## config.mk

```make
export PLATFORM = sky130hd
export DESIGN_NAME = dma_desc_seq
export DESIGN_NICKNAME = d
export VERILOG_FILES = /design/src/rtl/dds_pkg.sv /design/src/rtl/dds_regs.sv /design/src/rtl/dds_seq.sv /design/src/rtl/dds_stat_port.sv /design/src/rtl/dma_desc_seq.sv
export SDC_FILE = /design/constraint.sdc
export NUM_CORES = 1
export LEC_CHECK = 0
export BUFFER_PORTS_ARGS = -buffer_cell sky130_fd_sc_hd__buf_2
export CAP_MARGIN = 10
export CORE_MARGIN = 2
export CORE_UTILIZATION = 33
export DETAILED_ROUTE_END_ITERATION = 8
export GPL_ROUTABILITY_DRIVEN = 0
export SYNTH_ARGS = -nofsm -noshare
export SYNTH_HDL_FRONTEND = slang
export SYNTH_SLANG_ARGS = --single-unit
```

## constraint.sdc

```tcl
create_clock -name clk -period 7.99 [get_ports clk]
set_input_delay 1.1985 -clock clk [delete_from_list [all_inputs] [get_ports clk]]
set_output_delay 1.1985 -clock clk [all_outputs]
set_load 0.005 [all_outputs]
```

## src/rtl/dds_pkg.sv

```systemverilog
`timescale 1ns/1ps
package dds_pkg;

   typedef enum logic [2:0] {
      PH_IDLE  = 3'd0,
      PH_FETCH = 3'd1,
      PH_FWAIT = 3'd2,
      PH_MOVE  = 3'd3,
      PH_MWAIT = 3'd4,
      PH_STAT  = 3'd5,
      PH_IRQ   = 3'd6
   } phase_e;

   localparam logic [1:0] REG_CTRL    = 2'd0;
   localparam logic [1:0] REG_BASE_LO = 2'd1;
   localparam logic [1:0] REG_BASE_HI = 2'd2;
   localparam logic [1:0] REG_LAST    = 2'd3;

   localparam int CTL_START = 0;
   localparam int CTL_DIR   = 1;
   localparam int CTL_ERR   = 2;
   localparam int CTL_BUSY  = 3;

endpackage

```

## src/rtl/dds_regs.sv

```systemverilog
`timescale 1ns/1ps
module dds_regs
   import dds_pkg::*;
#(
   parameter int IDX_W  = 8,
   parameter int BASE_W = 64
) (
   input  logic              clk,
   input  logic              rst_n,
   input  logic              csr_write,
   input  logic [1:0]        csr_addr,
   input  logic [31:0]       csr_wdata,
   output logic [31:0]       csr_rdata,
   input  logic              busy,
   output logic [BASE_W-1:0] base,
   output logic [IDX_W-1:0]  last,
   output logic              dir,
   output logic              err,
   output logic              start
);

   localparam int HI_W = BASE_W - 32;

   logic wr_ctrl;

   assign wr_ctrl = csr_write && (csr_addr == REG_CTRL);
   assign start   = wr_ctrl && csr_wdata[CTL_START] && !busy;

   always_ff @(posedge clk or negedge rst_n) begin
      if (!rst_n) begin
         base <= '0;
         last <= '0;
         dir  <= 1'b0;
         err  <= 1'b0;
      end else begin
         if (wr_ctrl) begin
            if (csr_wdata[CTL_START] && busy) err <= 1'b1;
            else if (csr_wdata[CTL_ERR])      err <= 1'b0;
            if (!busy) dir <= csr_wdata[CTL_DIR];
         end
         if (csr_write && !busy) begin
            case (csr_addr)
               REG_BASE_LO: base[31:0]       <= csr_wdata;
               REG_BASE_HI: base[BASE_W-1:32] <= csr_wdata[HI_W-1:0];
               REG_LAST:    last              <= csr_wdata[IDX_W-1:0];
               default: ;
            endcase
         end
      end
   end

   always_comb begin
      case (csr_addr)
         REG_CTRL:    csr_rdata = {28'd0, busy, err, dir, 1'b0};
         REG_BASE_LO: csr_rdata = base[31:0];
         REG_BASE_HI: csr_rdata = 32'(base[BASE_W-1:32]);
         default:     csr_rdata = 32'(last);
      endcase
   end

endmodule

```

## src/rtl/dds_seq.sv

```systemverilog
`timescale 1ns/1ps
module dds_seq
   import dds_pkg::*;
#(
   parameter int IDX_W = 8
) (
   input  logic             clk,
   input  logic             rst_n,
   input  logic             start,
   input  logic             dir,
   input  logic [IDX_W-1:0] last,
   input  logic             rd_done,
   input  logic             wr_done,
   input  logic             stat_accept,
   output phase_e           phase,
   output logic [IDX_W-1:0] idx
);

   phase_e           ph_nx;
   logic [IDX_W-1:0] idx_nx;
   logic             mv_done;

   assign mv_done = dir ? wr_done : rd_done;

   always_comb begin
      ph_nx  = phase;
      idx_nx = idx;
      case (phase)
         PH_IDLE:  if (start) begin ph_nx = PH_FETCH; idx_nx = '0; end
         PH_FETCH: ph_nx = PH_FWAIT;
         PH_FWAIT: if (rd_done) begin ph_nx = PH_MOVE; idx_nx = '0; end
         PH_MOVE:  ph_nx = PH_MWAIT;
         PH_MWAIT: if (mv_done) ph_nx = PH_STAT;
         PH_STAT:  if (stat_accept) ph_nx = PH_IRQ;
         PH_IRQ: begin
            if (idx == last) ph_nx = PH_IDLE;
            else begin
               ph_nx  = PH_MOVE;
               idx_nx = idx + 1'b1;
            end
         end
         default:  ph_nx = PH_IDLE;
      endcase
   end

   always_ff @(posedge clk or negedge rst_n) begin
      if (!rst_n) begin
         phase <= PH_IDLE;
         idx   <= '0;
      end else begin
         phase <= ph_nx;
         idx   <= idx_nx;
      end
   end

endmodule

```

## src/rtl/dds_stat_port.sv

```systemverilog
`timescale 1ns/1ps
module dds_stat_port #(
   parameter int          IDX_W    = 8,
   parameter int          BASE_W   = 64,
   parameter logic [63:0] STAT_OFS = 64'h1000,
   parameter int          IS_WR    = 0
) (
   input  logic              active,
   input  logic [BASE_W-1:0] base,
   input  logic [IDX_W-1:0]  idx,
   input  logic              waitreq,
   output logic              write,
   output logic [BASE_W-1:0] addr,
   output logic [31:0]       data,
   output logic              accept
);

   localparam logic DIR_BIT = (IS_WR != 0);

   logic [BASE_W-1:0] slot;

   assign slot   = base + STAT_OFS[BASE_W-1:0] + (BASE_W'(idx) << 2);
   assign write  = active;
   assign addr   = active ? slot : '0;
   assign data   = active ? {1'b1, DIR_BIT, 30'(idx)} : 32'd0;
   assign accept = active && !waitreq;

endmodule

```

## src/rtl/dma_desc_seq.sv

```systemverilog
`timescale 1ns/1ps
module dma_desc_seq
   import dds_pkg::*;
#(
   parameter int          IDX_W    = 8,
   parameter int          BASE_W   = 64,
   parameter logic [63:0] STAT_OFS = 64'h1000
) (
   input  logic              clk,
   input  logic              rst_n,
   input  logic              csr_write,
   input  logic [1:0]        csr_addr,
   input  logic [31:0]       csr_wdata,
   output logic [31:0]       csr_rdata,
   output logic [BASE_W-1:0] table_base,
   output logic              rd_cmd_valid,
   output logic              rd_cmd_fetch,
   output logic [IDX_W-1:0]  rd_cmd_index,
   input  logic              rd_done,
   output logic              wr_cmd_valid,
   output logic [IDX_W-1:0]  wr_cmd_index,
   input  logic              wr_done,
   output logic              rd_stat_write,
   output logic [BASE_W-1:0] rd_stat_addr,
   output logic [31:0]       rd_stat_wdata,
   input  logic              rd_stat_waitreq,
   output logic              wr_stat_write,
   output logic [BASE_W-1:0] wr_stat_addr,
   output logic [31:0]       wr_stat_wdata,
   input  logic              wr_stat_waitreq,
   output logic              irq
);

   if (IDX_W < 1 || IDX_W > 16) begin : g_bad_idx
      $error("dma_desc_seq: IDX_W must lie in 1..16");
   end
   if (BASE_W < 33 || BASE_W > 64) begin : g_bad_base
      $error("dma_desc_seq: BASE_W must lie in 33..64");
   end

   localparam int N_DIR = 2;

   phase_e            phase;
   logic [IDX_W-1:0]  idx;
   logic [BASE_W-1:0] base;
   logic [IDX_W-1:0]  last;
   logic              dir, err_flag, start, busy, stat_accept;

   logic [N_DIR-1:0]  sp_act, sp_wr, sp_acc, sp_wait;
   logic [BASE_W-1:0] sp_addr [N_DIR];
   logic [31:0]       sp_data [N_DIR];

   assign busy = (phase != PH_IDLE);

   dds_regs #(.IDX_W(IDX_W), .BASE_W(BASE_W)) i_regs (
      .clk(clk), .rst_n(rst_n),
      .csr_write(csr_write), .csr_addr(csr_addr), .csr_wdata(csr_wdata),
      .csr_rdata(csr_rdata), .busy(busy),
      .base(base), .last(last), .dir(dir), .err(err_flag), .start(start)
   );

   dds_seq #(.IDX_W(IDX_W)) i_seq (
      .clk(clk), .rst_n(rst_n), .start(start), .dir(dir), .last(last),
      .rd_done(rd_done), .wr_done(wr_done), .stat_accept(stat_accept),
      .phase(phase), .idx(idx)
   );

   assign sp_act  = {(phase == PH_STAT) && dir, (phase == PH_STAT) && !dir};
   assign sp_wait = {wr_stat_waitreq, rd_stat_waitreq};

   for (genvar g = 0; g < N_DIR; g++) begin : g_stat
      dds_stat_port #(
         .IDX_W(IDX_W), .BASE_W(BASE_W), .STAT_OFS(STAT_OFS), .IS_WR(g)
      ) i_port (
         .active(sp_act[g]), .base(base), .idx(idx), .waitreq(sp_wait[g]),
         .write(sp_wr[g]), .addr(sp_addr[g]), .data(sp_data[g]),
         .accept(sp_acc[g])
      );
   end

   assign stat_accept   = |sp_acc;

   assign rd_stat_write = sp_wr[0];
   assign rd_stat_addr  = sp_addr[0];
   assign rd_stat_wdata = sp_data[0];
   assign wr_stat_write = sp_wr[1];
   assign wr_stat_addr  = sp_addr[1];
   assign wr_stat_wdata = sp_data[1];

   assign table_base   = base;
   assign rd_cmd_fetch = (phase == PH_FETCH);
   assign rd_cmd_valid = (phase == PH_FETCH) || ((phase == PH_MOVE) && !dir);
   assign wr_cmd_valid = (phase == PH_MOVE) && dir;
   assign rd_cmd_index = idx;
   assign wr_cmd_index = idx;
   assign irq          = (phase == PH_IRQ);

endmodule

```

# --- Yosys cells after proc, flatten, opt, wreduce, memory -nomap -nowiden ---
# Index checks and enable logic that the tools add are counted.
# W data, S select, Z words.
word_totals:
  out_inout_bits: 310
  regBits: 85
  wordCells: 73
  input_bits: 41
classes:
  eq_ne: 15
  n_addsub: 3
  n_mux: 18
  n_reduce_logical: 29
  n_bitwise: 1
op_table:
  columns: ["cell", "count"]
  rows:
  - ["$mux W64", 2]
  - ["$pmux W32 S3", 1]
  - ["$add A64 B10 Y64", 1]
  - ["$add A64 B13 Y64 const B", 1]
  - ["$mux W32", 2]
  - ["$mux W8", 3]
  - ["$pmux W8 S3", 1]
  - ["$pmux W3 S7", 1]
  - ["$mux W3", 4]
  - ["$logic_and A1 B1 Y1", 11]
  - ["$reduce_and A2 Y1", 5]
  - ["$eq A3 B3 Y1 const B", 3]
  - ["$add A8 B1 Y8 const B", 1]
  - ["$eq A8 B8 Y1", 1]
  - ["$reduce_and A4 Y1", 2]
  - ["$eq A3 B2 Y1 const B", 2]
  - ["$ne A2 B2 Y1 const B", 3]
  - ["$reduce_bool A3 Y1", 2]
  - ["$eq A2 B2 Y1 const B", 2]
  - ["$logic_not A1 Y1", 4]
  - ["$ne A2 B1 Y1 const B", 2]
  - ["$eq A3 B1 Y1 const B", 1]
  - ["$logic_not A3 Y1", 1]
  - ["$mux W1", 3]
  - ["7 further kinds", 7]

# --- Depth between registers and ports, before layout ---
depth:
  ltp_word: 6
  mapped_depth: 10
  ltp_nobuf: 9

# --- By module ---
# From an unflattened synthesis, not the netlist that was laid out.
hier_totals:
  cells_unflattened: 1045
  hier_area_um2: 8600.7
modules_own_cells:
  columns: ["module", "area_each_um2", "cells_each", "seq_area_each_um2", "instances"]
  rows:
  - ["dds_stat_port", 2179.6, 358, 0.0, 2]
  - ["dds_regs", 3254.4, 210, 1851.8, 1]
  - ["dds_seq", 857.1, 100, 275.3, 1]
  - ["dma_desc_seq", 130.1, 19, 0.0, 1]

# --- Least setup slack after synthesis ---
# OpenSTA, ideal clock, no wires.
synth_timing:
  kind: "reg-to-output"
  start: "register i_seq.idx[0]"
  end: "output rd_stat_addr[28]"
  n_path_buf: 1
  required_time_ns: 6.792
  setup_slack_ns: 4.343
  stages_incl_launch_ff: 11
  t_arrival_ns: 2.449
  path_cell_list: "dfrtp_1 > ha_1 > inv_1 > fa_1 > nor2b_1 > o2111a_1 > o31ai_1 > buf_2 > a2111oi_0 > xnor2_1 > nor2_1"
synth_via:
  elab_chain_len: 2
synth_rtl:
  columns: ["item", "line", "text"]
  rows:
  - ["from (decl)", "dds_seq.sv:16", "output logic [IDX_W-1:0] idx"]
  - ["from (signal assigned)", "dds_seq.sv:52", "idx <= idx_nx;"]
  - ["$add A64 B10 Y64", "dds_stat_port.sv:22", "assign slot = base + STAT_OFS[BASE_W-1:0] + (BASE_W'(idx) << 2);"]
  - ["$mux W64", "dds_stat_port.sv:24", "assign addr = active ? slot : '0;"]
  - ["to (decl)", "dma_desc_seq.sv:24", "output logic [BASE_W-1:0] rd_stat_addr,"]
# No other way between the ends.

# --- Final worst setup path ---
layout_timing:
  start: "register i_seq.idx[6]"
  end: "output rd_stat_addr[63]"
# Same word-level chain as after synthesis.

==> insert_results.sql <==
INSERT INTO impl_metrics (metric_group, metric, value, unit) VALUES
('run_status', 'outcome', 'finished, final reports clean', ''),
('synthesis', 'synth.ff_latch_count', '85', ''),
('synthesis', 'yosys.cell_types.count', '63', ''),
('layout', 'most_common_library_cell_in_the_layout_ignoring_fill_and_taps', 'sky130_fd_sc_hd__buf_2', ''),
('timing', 'setup_repair_after_global_routing_missed_its_margin', 'no', ''),
('grt', 'grt_start_max_net_pins', '65', ''),
('critical_path', 'worst-endpoint-arrival', '3.45', 'ns'),
('floorplan', 'start_util', '33.7', '%'),
('critical_path', 'crit_path_start_kind', 'flip-flop', ''),
('synthesis', 'synthTopCellsByArea', 'sky130_fd_sc_hd__dfrtp_1 (31%), sky130_fd_sc_hd__mux2_2 (13%), sky130_fd_sc_hd__nor2_1 (7.5%), sky130_fd_sc_hd__buf_4 (6.1%), sky130_fd_sc_hd__xnor2_1 (5.4%)', ''),
('route', 'drc', '0', ''),
('power', 'power.switching_fraction', '44.2', '%'),
('power', 'power_frac_clock', '17.2', '%'),
('critical_path', 'cp_num_buf_inv', '1', ''),
('grt', 'first_global_vias', '6142', ''),
('clock_network', 'cts_made_buffers', '9', ''),
('clock_network', 'clk_root_buffer_cell', 'sky130_fd_sc_hd__clkbuf_16', ''),
('synthesis', 'yosys_warnings', '0', ''),
('critical_path', 'cells_traversed_along_the_worst_timing_path', 'ha_1, and4_4, nand2_1, a21oi_2, o2111ai_2, or3_1, a21oi_1, buf_2', ''),
('synthesis', 'synth_top_flop_cell', 'sky130_fd_sc_hd__dfrtp_1', ''),
('clock_network', 'clk-insertion-delay-late', '0.35', 'ns'),
('clock_network', 'htree_levels', '3', ''),
('timing', 'fin_worst_skew', '0.00837', 'ns'),
('critical_path', 'crit_family', 'compound AO/OA/AOI/OAI gates', ''),
('power', 'cellLeakagePower', '4.30', 'nW'),
('grt', 'grt_antenna_before_repair', '0', ''),
('grt', 'globalRoute.totalOverflow', '0', ''),
('critical_path', 'cp_slowest_cell', 'sky130_fd_sc_hd__a21oi_2', ''),
('route', 'dr.first_iter.drc_count', '399', ''),
('power', 'total_switching_power', '1.19', 'mW'),
('critical_path', 'cpPeakStageDelay', '0.67', 'ns'),
('clock_network', 'cts_hold_buf', '0', ''),
('layout', 'mostFrequentLayoutCells', 'sky130_fd_sc_hd__buf_2 (304), sky130_fd_sc_hd__nor2_1 (135), sky130_fd_sc_hd__dfrtp_1 (85)', ''),
('timing', 'timing.setup.tns', '0', 'ns'),
('floorplan', 'die_h', '148', 'um'),
('clock_network', 'clock_sink_count', '85', ''),
('clock_network', 'post-cts-setup-buffer-count', '0', ''),
('layout', 'num-nets-final', '1083', ''),
('timing', 'finalHoldViolCount', '0', ''),
('power', 'total_power', '2.69', 'mW'),
('timing', 'drv_slew', '0', ''),
('run', 'cap_violations', '0', ''),
('synthesis', 'netlist_area', '6840', 'um^2'),
('timing', 'worst_slew_pin_slew', '1.10', 'ns'),
('layout', 'antenna_cells_inserted', '0', ''),
('power', 'fraction_of_power_consumed_by_sequential_logic', '38.5', '%'),
('clock_network', 'post_cts_resized', '0', ''),
('critical_path', 'critPathMaxFanout', '18', ''),
('hold_path', 'hp-class', 'reg2reg', ''),
('route', 'drt_pass1_iterations', '5', ''),
('synthesis', 'synth_async_sr_flop_share', '100', '%'),
('timing', 'clock.fmax', '215', 'MHz'),
('timing', 'timing.final.crit_share', '58.2', '%'),
('synthesis', 'synth_top_cell_area_share', '31.1', '%'),
('power', 'cell_int_power', '1.50', 'mW'),
('critical_path', 'crit_required', '6.79', 'ns'),
('clock_network', 'cts_buffer_depth', '2', ''),
('placed_design', 'detailed_place_hpwl', '18.9', 'mm'),
('synthesis', 'yosys.area.top_type', 'sky130_fd_sc_hd__dfrtp_1', ''),
('floorplan', 'fp-row-count', '52', ''),
('synthesis', 'synth_seq_area_share', '31.1', '%'),
('floorplan', 'io-pin-count', '351', ''),
('power', 'pwr-share-comb', '44.2', '%'),
('route', 'route.antenna.remaining_nets', '0', ''),
('synthesis', 'synth-edff-count', '0', ''),
('floorplan', 'fp.dieArea', '21900', 'um^2'),
('power', 'vdd_ir_drop_max', '0.000150', 'V'),
('route', 'detailroute.via_count', '6668', ''),
('layout', 'layout-drive-gt1-share', '43.0', '%'),
('layout', 'layout-area-overhead-vs-synth', '26.6', '%'),
('grt', 'groute.usage.overall', '22.2', '%');
==> state kept, by name, indices dropped and copies added (netlist names) <==
signal and cells:
i_regs.err 1, i_regs.dir 1, i_seq.idx 8, i_seq.phase 3
i_regs.base 64, i_regs.last 8
==> path summary, 6_finish.rpt <==
kind                           startpoint               end  slack [ns]  cells after the start
min reg2reg                    i_regs.err        i_regs.err        0.52                      2
max in group asynchronous           rst_n   i_regs.base[54]        6.14                      2
max                          i_seq.idx[6]  rd_stat_addr[63]        3.34                      8
min                            i_regs.err        i_regs.err        0.52                      2
min in group asynchronous           rst_n    i_regs.base[1]        0.81                      1
max reg2reg                i_seq.phase[1]   i_regs.base[38]        4.89                      4
==> synth_stat cells (all sizes together), types with 3 or more instances <==
cell,instances
or3,8
inv,17
mux2,80
mux4,3
nand4,10
o2111ai,13
o211ai,5
o21ai,18
and2,24
and4,5
dfrtp,85
a21o,4
a2111oi,13
a22o,30
xnor2,42
xor2,23
nor3,8
nand3,19
clkbuf,35
nor2,136
nor2b,6
a211oi,8
a21oi,28
and3,12
ha,9
nand2,36
buf,64
==> stage by stage <==
stage / cells / cell area [um^2] / hold slack [ns] / util [%] / setup slack, ns
2_1_floorplan: 807 / 7010 / 0.443 / - / 4.34
3_3_place_gp: 1290 / 8320 / 0.499 / 41.0 / 3.72
4_1_cts: 1306 / 8650 / 0.516 / 42.6 / 3.29
3_5_place_dp: 1290 / 8320 / 0.495 / 41.0 / 3.70
6_report: 1307 / 8660 / 0.522 / 42.7 / 3.34
5_1_grt: 1307 / 8660 / 0.564 / 42.7 / 3.03
==> worst register-to-register path: stages, from the launching register on <==
cell	delay (ns)
sky130_fd_sc_hd__dfrtp_1	0.51
sky130_fd_sc_hd__nor3_1	0.58
sky130_fd_sc_hd__nand4b_1	0.98
sky130_fd_sc_hd__buf_4	0.59
sky130_fd_sc_hd__mux2_2	0.32
==> cell families (layout without fill, tap and decap cells) <==
| logic type | Yosys count | after routing | synth area share, % |
|---|---|---|---|
| AND/OR/NAND/NOR | 273 | 273 | 19.5 |
| AO/OA/AOI/OAI | 130 | 130 | 14.8 |
| buffers and inverters | 116 | 346 | 10.2 |
| flip-flops | 85 | 85 | 31.1 |
| multiplexers | 83 | 83 | 14.2 |
| XOR/XNOR | 65 | 65 | 8.32 |
| adder cells (fa/ha/maj) | 10 | 10 | 1.94 |
| other | 1 | 45 | 0.0548 |
==> per-layer routing <==
metal	track usage, %	routed length (um)
met5	0	0
met4	5.81	367
met3	2.99	1380
met2	36.0	12100
met1	31.2	11200
==> cell type report <==
class                   count  area (um^2)
inverters                  17         63.8
clock buffers              11          243
clock inverters             5         83.8
fillers                  2118        11600
multi-input cells         606         4210
flip-flops and latches     85         2130
well taps                 270          338
repair buffers            313         1600
==> power groups by stage <==
stage	Sequential [mW]	Combinational, mW	Clock [mW]
after global placement	1.04	1.18	0
after detailed placement	1.04	1.19	0
final	1.04	1.19	0.463
after floorplan	0.899	0.751	0
after CTS	1.03	1.20	0.475
after global routing	1.08	1.30	0.491
No activity file was read; power rests on OpenSTA's default activity.
